===== src/rtl/seg_xlate_pkg.sv =====
`timescale 1ns/1ps
package seg_xlate_pkg;

   typedef enum logic [2:0] {
      KIND_READ  = 3'd0,
      KIND_WRITE = 3'd1,
      KIND_FETCH = 3'd2,
      KIND_PUSH  = 3'd3,
      KIND_POP   = 3'd4
   } acc_kind_e;

   typedef enum logic [2:0] {
      FLT_NONE   = 3'd0,
      FLT_ABSENT = 3'd1,
      FLT_LIMIT  = 3'd2,
      FLT_TYPE   = 3'd3,
      FLT_RIGHTS = 3'd4
   } flt_code_e;

   // right needed by an access kind; unknown kinds are never granted
   function automatic logic kind_permitted(input logic [2:0] kind,
                                           input logic r, input logic w,
                                           input logic x);
      case (kind)
         KIND_READ, KIND_POP:   return r;
         KIND_WRITE, KIND_PUSH: return w;
         KIND_FETCH:            return x;
         default:               return 1'b0;
      endcase
   endfunction

endpackage


===== src/rtl/seg_desc_table.sv =====
`timescale 1ns/1ps
module seg_desc_table #(
   parameter int ENTRIES = 16,
   parameter int IDX_W   = 4,
   parameter int PA_W    = 24,
   parameter int LEN_W   = 17
) (
   input  logic             clk,
   input  logic             rst_n,
   input  logic             wr_en,
   input  logic [IDX_W-1:0] wr_idx,
   input  logic [PA_W-1:0]  wr_base,
   input  logic [LEN_W-1:0] wr_len,
   input  logic             wr_stack,
   input  logic             wr_rd,
   input  logic             wr_wr,
   input  logic             wr_ex,
   input  logic             wr_valid,
   input  logic [IDX_W-1:0] rd_idx,
   output logic [PA_W-1:0]  rd_base,
   output logic [LEN_W-1:0] rd_len,
   output logic             rd_stack,
   output logic             rd_rd,
   output logic             rd_wr,
   output logic             rd_ex,
   output logic             rd_valid
);

   if (ENTRIES > (1 << IDX_W)) begin : g_bad_depth
      $error("seg_desc_table: ENTRIES does not fit in IDX_W");
   end

   logic [PA_W-1:0]  base_q  [ENTRIES];
   logic [LEN_W-1:0] len_q   [ENTRIES];
   logic             stack_q [ENTRIES];
   logic             rd_q    [ENTRIES];
   logic             wr_q    [ENTRIES];
   logic             ex_q    [ENTRIES];
   logic             vld_q   [ENTRIES];

   for (genvar e = 0; e < ENTRIES; e++) begin : g_entry
      logic hit;
      assign hit = wr_en && (wr_idx == IDX_W'(e));

      always_ff @(posedge clk or negedge rst_n) begin
         if (!rst_n) begin
            base_q[e]  <= '0;
            len_q[e]   <= '0;
            stack_q[e] <= 1'b0;
            rd_q[e]    <= 1'b0;
            wr_q[e]    <= 1'b0;
            ex_q[e]    <= 1'b0;
            vld_q[e]   <= 1'b0;
         end else if (hit) begin
            base_q[e]  <= wr_base;
            len_q[e]   <= wr_len;
            stack_q[e] <= wr_stack;
            rd_q[e]    <= wr_rd;
            wr_q[e]    <= wr_wr;
            ex_q[e]    <= wr_ex;
            vld_q[e]   <= wr_valid;
         end
      end
   end

   logic in_table;
   if (ENTRIES == (1 << IDX_W)) begin : g_full_idx
      assign in_table = 1'b1;
   end else begin : g_part_idx
      assign in_table = (rd_idx < IDX_W'(ENTRIES));
   end

   always_comb begin
      rd_base  = '0;
      rd_len   = '0;
      rd_stack = 1'b0;
      rd_rd    = 1'b0;
      rd_wr    = 1'b0;
      rd_ex    = 1'b0;
      rd_valid = 1'b0;
      if (in_table) begin
         rd_base  = base_q[rd_idx];
         rd_len   = len_q[rd_idx];
         rd_stack = stack_q[rd_idx];
         rd_rd    = rd_q[rd_idx];
         rd_wr    = wr_q[rd_idx];
         rd_ex    = ex_q[rd_idx];
         rd_valid = vld_q[rd_idx];
      end
   end

endmodule


===== src/rtl/seg_check.sv =====
`timescale 1ns/1ps
module seg_check
   import seg_xlate_pkg::*;
#(
   parameter int SEL_W   = 5,
   parameter int ENTRIES = 16,
   parameter int DISP_W  = 16,
   parameter int PA_W    = 24,
   parameter int LEN_W   = 17
) (
   input  logic [SEL_W-1:0]  sel,
   input  logic [DISP_W-1:0] disp,
   input  logic [2:0]        kind,
   input  logic [PA_W-1:0]   d_base,
   input  logic [LEN_W-1:0]  d_len,
   input  logic              d_stack,
   input  logic              d_rd,
   input  logic              d_wr,
   input  logic              d_ex,
   input  logic              d_valid,
   output flt_code_e         code,
   output logic [PA_W-1:0]   paddr
);

   if (PA_W < DISP_W) begin : g_bad_pa
      $error("seg_check: PA_W narrower than DISP_W");
   end
   if (LEN_W != DISP_W + 1) begin : g_bad_len
      $error("seg_check: LEN_W must be DISP_W + 1");
   end

   logic sel_in_range;
   if (ENTRIES == (1 << SEL_W)) begin : g_sel_full
      assign sel_in_range = 1'b1;
   end else begin : g_sel_bound
      assign sel_in_range = (sel < SEL_W'(ENTRIES));
   end

   logic [LEN_W-1:0] disp_ext;
   logic             over_limit;
   logic             stack_op;
   logic             granted;
   logic [PA_W-1:0]  sum;

   assign disp_ext   = {1'b0, disp};
   assign over_limit = (disp_ext >= d_len);
   assign stack_op   = (kind == KIND_PUSH) || (kind == KIND_POP);
   assign granted    = kind_permitted(kind, d_rd, d_wr, d_ex);
   assign sum        = d_base + {{(PA_W-DISP_W){1'b0}}, disp};

   always_comb begin
      paddr = '0;
      if (!sel_in_range || !d_valid)  code = FLT_ABSENT;
      else if (over_limit)            code = FLT_LIMIT;
      else if (d_stack && !stack_op)  code = FLT_TYPE;
      else if (!granted)              code = FLT_RIGHTS;
      else begin
         code  = FLT_NONE;
         paddr = sum;
      end
   end

endmodule


===== src/rtl/seg_xlate_unit.sv =====
`timescale 1ns/1ps
module seg_xlate_unit
   import seg_xlate_pkg::*;
#(
   parameter int SEL_W   = 5,
   parameter int ENTRIES = 16,
   parameter int DISP_W  = 16,
   parameter int PA_W    = 24,
   localparam int IDX_W  = $clog2(ENTRIES),
   localparam int LEN_W  = DISP_W + 1
) (
   input  logic              clk,
   input  logic              rst_n,
   input  logic              cfg_we,
   input  logic [IDX_W-1:0]  cfg_idx,
   input  logic [PA_W-1:0]   cfg_base,
   input  logic [LEN_W-1:0]  cfg_len,
   input  logic              cfg_stack,
   input  logic              cfg_rd,
   input  logic              cfg_wr,
   input  logic              cfg_ex,
   input  logic              cfg_valid,
   input  logic              req_valid,
   output logic              req_ready,
   input  logic [SEL_W-1:0]  req_sel,
   input  logic [DISP_W-1:0] req_disp,
   input  logic [2:0]        req_kind,
   output logic              rsp_valid,
   output logic              rsp_fault,
   output logic [2:0]        rsp_code,
   output logic [PA_W-1:0]   rsp_paddr
);

   if (SEL_W < IDX_W) begin : g_bad_sel
      $error("seg_xlate_unit: selector narrower than table index");
   end
   if (ENTRIES < 2) begin : g_bad_ent
      $error("seg_xlate_unit: table needs at least two entries");
   end

   logic [PA_W-1:0]  d_base;
   logic [LEN_W-1:0] d_len;
   logic             d_stack, d_rd, d_wr, d_ex, d_valid;
   flt_code_e        chk_code;
   logic [PA_W-1:0]  chk_paddr;
   logic             accept;

   assign req_ready = !cfg_we;
   assign accept    = req_valid && req_ready;

   seg_desc_table #(
      .ENTRIES (ENTRIES),
      .IDX_W   (IDX_W),
      .PA_W    (PA_W),
      .LEN_W   (LEN_W)
   ) u_table (
      .clk      (clk),
      .rst_n    (rst_n),
      .wr_en    (cfg_we),
      .wr_idx   (cfg_idx),
      .wr_base  (cfg_base),
      .wr_len   (cfg_len),
      .wr_stack (cfg_stack),
      .wr_rd    (cfg_rd),
      .wr_wr    (cfg_wr),
      .wr_ex    (cfg_ex),
      .wr_valid (cfg_valid),
      .rd_idx   (req_sel[IDX_W-1:0]),
      .rd_base  (d_base),
      .rd_len   (d_len),
      .rd_stack (d_stack),
      .rd_rd    (d_rd),
      .rd_wr    (d_wr),
      .rd_ex    (d_ex),
      .rd_valid (d_valid)
   );

   seg_check #(
      .SEL_W   (SEL_W),
      .ENTRIES (ENTRIES),
      .DISP_W  (DISP_W),
      .PA_W    (PA_W),
      .LEN_W   (LEN_W)
   ) u_check (
      .sel     (req_sel),
      .disp    (req_disp),
      .kind    (req_kind),
      .d_base  (d_base),
      .d_len   (d_len),
      .d_stack (d_stack),
      .d_rd    (d_rd),
      .d_wr    (d_wr),
      .d_ex    (d_ex),
      .d_valid (d_valid),
      .code    (chk_code),
      .paddr   (chk_paddr)
   );

   always_ff @(posedge clk or negedge rst_n) begin
      if (!rst_n) begin
         rsp_valid <= 1'b0;
         rsp_fault <= 1'b0;
         rsp_code  <= FLT_NONE;
         rsp_paddr <= '0;
      end else begin
         rsp_valid <= accept;
         if (accept) begin
            rsp_fault <= (chk_code != FLT_NONE);
            rsp_code  <= chk_code;
            rsp_paddr <= chk_paddr;
         end
      end
   end


   fault_code_agree_chk: assert property (@(posedge clk) disable iff (!rst_n)
      rsp_valid |-> (rsp_fault == (rsp_code != 3'd0)));


   fault_addr_zero_chk: assert property (@(posedge clk) disable iff (!rst_n)
      (rsp_valid && rsp_fault) |-> (rsp_paddr == '0));


   rsp_follows_accept_chk: assert property (@(posedge clk) disable iff (!rst_n)
      (req_valid && req_ready) |=> rsp_valid);


   rsp_idle_chk: assert property (@(posedge clk) disable iff (!rst_n)
      !(req_valid && req_ready) |=> !rsp_valid);


   stall_on_cfg_chk: assert property (@(posedge clk) disable iff (!rst_n)
      cfg_we |-> !req_ready);


   code_range_chk: assert property (@(posedge clk) disable iff (!rst_n)
      rsp_valid |-> (rsp_code <= 3'd4));

endmodule


===== config.mk =====
export PLATFORM = sky130hd
export DESIGN_NAME = seg_xlate_unit
export DESIGN_NICKNAME = d
export VERILOG_FILES = /design/src/rtl/seg_xlate_pkg.sv /design/src/rtl/seg_desc_table.sv /design/src/rtl/seg_check.sv /design/src/rtl/seg_xlate_unit.sv
export SDC_FILE = /design/constraint.sdc
export NUM_CORES = 1
export LEC_CHECK = 0
export BUFFER_PORTS_ARGS = -buffer_cell sky130_fd_sc_hd__buf_4
export CORE_AREA = 2 2 247 249
export CTS_CLUSTER_SIZE = 30
export DETAILED_ROUTE_END_ITERATION = 12
export DIE_AREA = 0 0 249 251
export PLACE_DENSITY_LB_ADDON = 0.15
export SLEW_MARGIN = 30
export SYNTH_ARGS = -nofsm -noshare
export SYNTH_HDL_FRONTEND = slang
export SYNTH_HIERARCHICAL = 1
export SYNTH_SLANG_ARGS = --single-unit

===== constraint.sdc =====
create_clock -name clk -period 3.7 [get_ports clk]
set_input_delay 0.185 -clock clk [delete_from_list [all_inputs] [get_ports clk]]
set_output_delay 0.185 -clock clk [all_outputs]
set_load 0.03 [all_outputs]

# == Yosys cells after proc, flatten, opt, wreduce, memory -nomap -nowiden ==
# Cells that the tools add are included.
# totals
regBits,765
inputBits,78
out_inout_bits,30
word_cells,199
# op_classes
add_sub_neg,1
n_lt_le_gt_ge,3
n_eq_ne,19
mux,30
bitwise,1
reduce_logical,29
# ops
operator,n
$mux W24,6
$bmux W24 S4,1
$bmux W17 S4,1
$mux W17,2
$eq A4 B4 Y1 const B,8
$add A24 B16 Y24,1
$bmux W1 S4,5
$logic_and A1 B1 Y1,18
$ge A16 B17 Y1,1
$eq A4 B3 Y1 const B,4
$mux W3,4
$mux W1,10
$eq A4 B2 Y1 const B,2
$eq A3 B2 Y1 const B,2
$ge A5 B5 Y1 const B,1
$lt A5 B5 Y1 const B,1
$not A4 Y5,1
$eq A4 B1 Y1 const B,1
$logic_not A1 Y1,4
$logic_not A4 Y1,1
$reduce_or A2 Y1,2
$eq A3 B1 Y1 const B,1
$eq A3 B3 Y1 const B,1
$logic_not A3 Y1,1
other kinds (3),4

# == Logic depth before layout (Yosys ltp) ==
# Gate-level depths: netlist of run 1.
# depth
depth_word,10
depth_mapped,16
ltp_nobuf,13

# == Hierarchy ==
# The synthesis of run 1 kept the hierarchy.
# by_module_without_submodules
module,instances,cells_per_inst,area_each_um2,seq_area_each_um2
seg_desc_table,1,1998,32747.7,18417.7
seg_check,1,233,1629.1,0.0
seg_xlate_unit,1,63,1134.8,725.7

# == Worst setup path before layout of run 1 ==
# Ideal clock, no wire load.
# synth_timing
path_kind,input -> register
startpoint,in req_sel[0]
endpoint,reg rsp_paddr[16]
setup_ns,0.125
arrival_ns,3.648
path_slack_ns,-0.073
path_stages,15
n_path_buf,3
path_cell_list,clkbuf_1 clkbuf_1 buf_2 mux4_2 a22oi_1 nand2_1 ha_1 fa_1 a21o_1 a221oi_2 nor3_2 o21ai_0 mux2i_1 nor2_1 mux2_4
# synth_via
elab_chain_len,9
word_cells_on_any_way,34
classes_between,add/sub (1); order compare (2); mux (26); bitwise (1); reduce/logical (4)
# synth_rtl
item,line_no,rtl
"start, declared",seg_xlate_unit.sv:25,"input logic [SEL_W-1:0] req_sel,"
$not A4 Y5 (not written as such),seg_desc_table.sv:82,rd_base = base_q[rd_idx];
$bmux W24 S4,seg_desc_table.sv:82,
$mux W24 (not written as such) (2 in a row),seg_desc_table.sv:82,
named net d_base[0],seg_xlate_unit.sv:41,logic [PA_W-1:0] d_base;
$add A24 B16 Y24,seg_check.sv:49,"assign sum = d_base + {{(PA_W-DISP_W){1'b0}}, disp};"
$mux W24,seg_check.sv:56,else if (!granted) code = FLT_RIGHTS;
$mux W24,seg_check.sv:55,else if (d_stack && !stack_op) code = FLT_TYPE;
$mux W24,seg_check.sv:54,else if (over_limit) code = FLT_LIMIT;
$mux W24,seg_check.sv:53,if (!sel_in_range || !d_valid) code = FLT_ABSENT;
named net chk_paddr[16],seg_xlate_unit.sv:45,logic [PA_W-1:0] chk_paddr;
"end signal, assigned",seg_xlate_unit.sv:110,rsp_paddr <= chk_paddr;
"end, declared",seg_xlate_unit.sv:31,output logic [PA_W-1:0] rsp_paddr
# The timed path passes the listed nets, and every way through them passes these cells. The select of a mux whose other input is x is not followed.
# A chain may end at the register's enable or synchronous reset.

# == Worst setup path in the final report of run 1 ==
# layout_timing
startpoint,reg u_table/base_q[288] in the netlist's numbering
endpoint,reg rsp_paddr[20]
# layout_via
elab_chain_len,8
# layout_rtl
item,line_no,rtl
"start, declared",seg_desc_table.sv:33,logic [PA_W-1:0] base_q [ENTRIES];
"start signal, assigned by index",seg_desc_table.sv:55,base_q[e] <= wr_base;
$bmux W24 S4,seg_desc_table.sv:82,
$mux W24 (not written as such) (2 in a row),seg_desc_table.sv:82,
named net d_base[0],seg_xlate_unit.sv:41,
$add A24 B16 Y24,seg_check.sv:49,
$mux W24,seg_check.sv:56,
$mux W24,seg_check.sv:55,
$mux W24,seg_check.sv:54,
$mux W24,seg_check.sv:53,
named net chk_paddr[20],seg_xlate_unit.sv:45,
# The timed path passes the listed nets, and every way through them passes these cells. The select of a mux whose other input is x is not followed.

==> results of run 1 <==
## critical path: cells and delay by family, from the launching register on
kind	cells	cell delay [ps]
buffers and inverters	1	180
flip-flops	1	370
multiplexers	2	730
AND/OR/NAND/NOR	2	230
adder cells (fa/ha/maj)	2	690
AO/OA/AOI/OAI	6	1220
## synthesized netlist by cell type, drive strengths merged (5+ instances only)
master and count:
nand4 10, a21o 5, nand2 62, inv 25, nand3b 5, nand2b 7, dfrtp 765, ha 32
buf 93, o211ai 5, xnor2 9, mux4 184, a22oi 92, clkbuf 93, xor2 8, a21oi 22
nor2b 6, mux2 764, nor2 36, o21ai 13, or3 7
## how the worst max path moves through the flow
| stage | end |
|---|---|
| 2_1_floorplan | rsp_paddr[16] |
| 3_5_place_dp | rsp_paddr[16] |
| 6_report | rsp_paddr[20] |
| 4_1_cts | rsp_paddr[16] |
| 3_3_place_gp | rsp_paddr[16] |
| 5_1_grt | rsp_fault |
## power by group
part | switching [mW] | total, mW | internal (mW)
Combinational | 1.92 | 4.75 | 2.83
Clock | 3.27 | 7.93 | 4.65
Sequential | 0.937 | 11.2 | 10.3
## timing repair
| item | CTS | global route |
|---|---|---|
| endpoints found under the hold margin | 849 | 0 |
| setup buffers | 0 | 0 |
| gates resized for setup | 0 | 2 |
| setup endpoints to repair | 0 | 1 |
| hold buffers | 47 | 0 |
## kinds of logic (layout without fill, tap and decap cells)
group                    count (synthesis)  in the layout  synth area share (%)
buffers and inverters                  211            416                  2.88
AND/OR/NAND/NOR                        157            157                  2.21
multiplexers                           949            949                  36.0
other                                    0              1                     0
AO/OA/AOI/OAI                          162            162                  3.38
adder cells (fa/ha/maj)                 33             33                  1.18
XOR/XNOR                                17             17                 0.419
flip-flops                             765            765                  53.9
## per-layer routing
| metal | up-vias | wire, um | track usage (%) |
|---|---|---|---|
| met1 | 11459 | 39500 | 42.5 |
| met4 | 0 | 2300 | 8.03 |
| met3 | 144 | 4500 | 4.68 |
| met5 | - | 0 | 0 |
| met2 | 540 | 43400 | 47.9 |
| li1 | 8869 | - | - |
## registers in the layout, summed over array words and instances (netlist names)
| signal | cells |
|---|---|
| rsp_valid | 1 |
| u_table/len_q | 272 |
| rsp_paddr | 24 |
| rsp_code | 3 |
| u_table/stack_q | 16 |
| rsp_fault | 1 |
| u_table/wr_q | 16 |
| u_table/vld_q | 16 |
| u_table/ex_q | 16 |
| u_table/base_q | 384 |
| u_table/rd_q | 16 |
## final cells by class
type                    instances  area share (%)
clock inverters                20           0.369
repair buffers                252            6.06
clock buffers                 119            6.03
diodes                          1         0.00614
inverters                      25           0.230
multi-input cells            1318            37.9
flip-flops and latches        765            47.0
well taps                     782            2.40
## metrics by stage
stage,area (um2),total power [mW],TNS [ps]
floorplan,35500,14.5,0
global placement,37600,15.7,-59.9
detailed placement,37700,16.0,-30.3
CTS,40700,24.0,0
global route,40700,24.9,0
finish,40700,23.9,0
==> impl_metrics.yaml, run 1 <==
die:
  die_w_um: 249
  die_h_um: 251
  ios: 108
  core_um2: 59800
  die_area_um2: 62500
  initial_core_util_pct: 59.4
  rows: 90
critical_path:
  slowest_stage: "mux4_2"
  startpoint_type: "register"
  cp_cell_sequence: "mux4_2 > a22oi_2 > nand2_1 > ha_1 > fa_1 > a21o_1 > a221oi_2 > buf_4 > nor3_2 > o21bai_2 > a2111oi_0 > o21bai_1 > mux2_4"
  worst-path-max-fanout: 5
  cp.required_ps: 4210
  reg2reg_to: "rsp_paddr[20]"
  crit_type: "register to register"
  r2r-start: "u_table/base_q[288]"
  crit_start: "u_table/base_q[288]"
  end_kind: "register"
  r2r_cells: 13
  slowest_delay_ps: 480
  worstPathArrival_ps: 4040
  r2r_setup_slack_ps: 170
cts:
  cts_root_buffer: "clkbuf_16"
  clock_latency_ps: 620
  cts_tree: "done"
  htree_levels: 3
  clk_path_buf_depth: 3
  clock-sinks: 765
  cts.clk_slew.worst_paths_ps: 60
  cts_made_buffers: 80
hold_path:
  hp-class: "input port to register"
  min_from: "cfg_we"
  holdPathStages: 3
  hold_end: "rsp_valid"
placement:
  dpl_worst_slack_ps: -30.3
  gp_congestion: 0.874
  port_buffers: 107
  dpl.cell_count: 3095
  hpwl_um: 52600
final_layout:
  layout_common_cells: "dfrtp_1, mux2_2, mux4_2, buf_4, a22oi_1"
  nFillCells: 4016
  drive_above_1_share_pct: 52.4
  ff_latch_area_um2: 19100
  multi_input_area_um2: 15500
  finalNonFillerCells: 3282
  layout.nets: 2553
  area_growth_pct: 14.7
  final_core_util_pct: 68.1
  final_common_cell: "dfrtp_1"
sta:
  finalMaxSlewViolations: 0
  tightest_slew_ps: 939
  rsz0062_at_grt: "false"
  min_period_over_period_pct: 95.4
  setup_viol: 0
  hold_viol: 0
  min_period_ps: 3530
  max_freq_mhz: 283
  setup_ws_ps: 172
  max_slew_margin_pct: 37.2
  holdWs_ps: 50.0
  clock_skew_ps: 19.3
synthesis:
  ys_seq_elements: 765
  synth_fp_nets: 2405
  yosysTopAreaCell: "dfrtp_1"
  synth_cell_types: 61
  synth_top_area_share_pct: 53.9
  yosys-top-cells-area: "dfrtp_1, mux2_2, mux4_2, a22oi_1, ha_1"
  ys.flop_type: "dfrtp_1"
  synth_edf_count: 0
  synth_cells: 2294
  synth.avg_cell_area_um2: 15.5
  syn_area_um2: 35500
  ys_seq_area_share_pct: 53.9
  async_flop_share_pct: 100
  ys_warn_count: 6
power_and_ir_drop:
  p_leak_nw: 17.7
  max-vdd-ir-drop_uv: 373
  powerDensity_nw_per_um2: 586
grt:
  grt_max_degree: 148
  grt_pass1_wl_um: 140000
  grt_antenna_before_repair: 1
  overflow: 0
  track_usage_pct: 29.7
  grt_pass1_vias: 22599
route:
  drt_iter0_drc: 1572
  drc: 0
  postRouteAntennaNets: 0
  wl_um: 89700
  drt-pass1-iter-count: 5
  wl_per_cell_um: 27.3
  via_per_inst: 6.40
  vias: 21012
outcome:
  outcome: "finished, final reports clean"
run:
  drv_cap: 0
Note: power is estimated with default switching activity, not from simulation.
==> run 2, diff against run 1 <==
==> constraint.sdc (replaced) <==
create_clock -name clk -period 3.6 [get_ports clk]
set_input_delay 0.18 -clock clk [delete_from_list [all_inputs] [get_ports clk]]
set_output_delay 0.18 -clock clk [all_outputs]
set_load 0.03 [all_outputs]
==> impl_metrics.yaml, run 2 (synthesized netlist as in run 1, its figures left out) <==
grt:
  grt_antenna_before_repair: 2
  grt_pass1_vias: 22600
  track_usage_pct: 29.6
  overflow: 0
  grt_pass1_wl_um: 139000
  grt_max_degree: 94
sta:
  hold_viol: 0
  clock_skew_ps: 20.3
  tightest_slew_ps: 864
  max_slew_margin_pct: 42.3
  rsz0062_at_grt: "false"
  min_period_over_period_pct: 95.9
  max_freq_mhz: 290
  min_period_ps: 3450
  fin_setup_tns_ps: 0
  setup_viol: 0
  finalMaxSlewViolations: 0
route:
  route.met2.wl_um: 43200
  vias: 21019
  wl_um: 90300
  highest_layer: "met4"
  wl_per_cell_um: 27.2
  met3_wirelength_um: 5070
  drt_iter0_drc: 1360
  postRouteAntennaNets: 0
  drt-pass1-iter-count: 4
  drc: 0
  via_per_inst: 6.33
  wl_met1_um: 39600
cts:
  clock-sinks: 765
  cts_tree: "done"
  postCtsSetupRepairBufs: 0
  clock_latency_ps: 620
  cts_made_buffers: 82
  htree_levels: 3
  clk_path_buf_depth: 3
  cts.clk_slew.worst_paths_ps: 60
  cts_root_buffer: "clkbuf_16"
placement:
  port_buffers: 107
  hpwl_um: 54700
  gp_congestion: 0.894
power_and_ir_drop:
  switching_power_mw: 6.35
  seqPwrFrac_pct: 46.1
  sw_frac_of_total_pct: 25.4
  intPower_mw: 18.6
  p_leak_nw: 18.0
  pwr-share-comb_pct: 20.0
  powerDensity_nw_per_um2: 605
  pwr-share-clk_pct: 33.9
  max-vdd-ir-drop_uv: 402
final_layout:
  layout.nets: 2590
  top_regs: "u_table/base_q x384, u_table/len_q x272, rsp_paddr x24"
  area_growth_pct: 16.2
  layout_common_cells: "dfrtp_1, mux2_2, buf_4, mux4_2, a22oi_1"
  ff_latch_area_um2: 19100
  largest_reg_flops: 384
  nFillCells: 3956
  final_common_cell: "dfrtp_1"
  drive_above_1_share_pct: 53.0
  final_core_util_pct: 69.0
  multi_input_area_um2: 15500
  regMostFlops: "u_table/base_q"
die:
  die_area_um2: 62500
  ios: 108
  die_w_um: 249
  initial_core_util_pct: 59.4
  core_um2: 59800
  rows: 90
  die_h_um: 251
critical_path:
  crit_type: "register to register"
  critPathBufInv: 1
  slowest_delay_ps: 470
  path_delay_family: "multiplexers"
  startpoint_type: "register"
  slowest_stage: "mux4_2"
  end_kind: "register"
  worstPathArrival_ps: 3940
  worst-path-max-fanout: 5
  cp_cell_sequence: "mux4_2 > a22oi_1 > nand2_1 > ha_1 > fa_1 > a21o_1 > a221oi_4 > buf_4 > nor3_2 > o21ai_1 > mux2i_1 > nor2_1 > mux2_4"
  cp.required_ps: 4090
hold_path:
  hp-class: "input port to register"
run:
  drv_cap: 0
outcome:
  outcome: "finished, final reports clean"
[run 2: cell count changes in the layout (fill, tap and decap cells not counted), moves of 2 or more]
cell        change
buf_12         +11
clkinvlp_4      +2
clkinv_4        -2
bufinv_16       +4
buf_4          +24
clkbuf_1        +3
clkinv_2        -5
clkbuf_8        +2
[run 2: repair_timing]
action / in CTS / in global routing
hold endpoints to repair: 815 / 0
hold buffers: 48 / 0
endpoints found under the setup margin: 0 / 1
gates resized for setup: 0 / 1
[run 2: area by class of cell]
class / count / share of cell area (%)
sequential: 765 / 46.4
timing repair buffer: 287 / 6.95
tap: 782 / 2.37
clock buffer: 123 / 5.99
clock inverter: 20 / 0.597
multi-input combinational: 1318 / 37.5
antenna: 2 / 0.0121
inverter: 25 / 0.227
[run 2: per-layer routing]
metal	vias up	track usage, %
met5	-	0
met4	0	8.76
met3	159	5.81
met2	596	47.5
met1	11328	41.6
li1	8936	-
[run 2: power groups by stage]
stage                     clock [mW]  sequential (mW)  combinational [mW]
after floorplan                    0             11.3                3.60
after global placement             0             11.5                4.72
after detailed placement           0             11.6                4.92
after CTS                       8.61             11.5                5.00
after global routing            8.97             11.7                5.36
final                           8.46             11.5                4.98
[run 2: worst min-delay path: stages]
cell and delay, ps:
buf_4 100, ha_1 110, and2_1 100, mux2_2 130
[run 2: final timing paths]
| kind | to | cells after the start | slack (ps) | startpoint |
|---|---|---|---|---|
| setup / recovery | rsp_paddr[16] | 13 | 150 | u_table/base_q[96] |
| hold / removal | rsp_paddr[0] | 4 | 40 | req_disp[0] |
| setup reg to reg | rsp_paddr[16] | 13 | 150 | u_table/base_q[96] |
| hold reg to reg | u_table/len_q[223] | 1 | 500 | u_table/len_q[223] |
| max in group asynchronous | u_table/rd_q[11] | 3 | 2310 | rst_n |
| min in group asynchronous | u_table/base_q[369] | 2 | 190 | rst_n |
[run 2: per-stage QoR]
| step | instance area (um2) | total power, mW | instances | setup WS [ps] | hold WS [ps] |
|---|---|---|---|---|---|
| final | 41300 | 25.0 | 3322 | 147 | 40.2 |
| after global routing | 41300 | 26.1 | 3320 | 3.78 | 38.9 |
| after CTS | 41200 | 25.1 | 3319 | 97.8 | 4.99 |
| after detailed placement | 38000 | 16.5 | 3128 | -56.7 | 290 |
| after global placement | 38000 | 16.2 | 3125 | -1.25 | 287 |
| after floorplan | 35500 | 14.9 | 2294 | 18.6 | -116 |
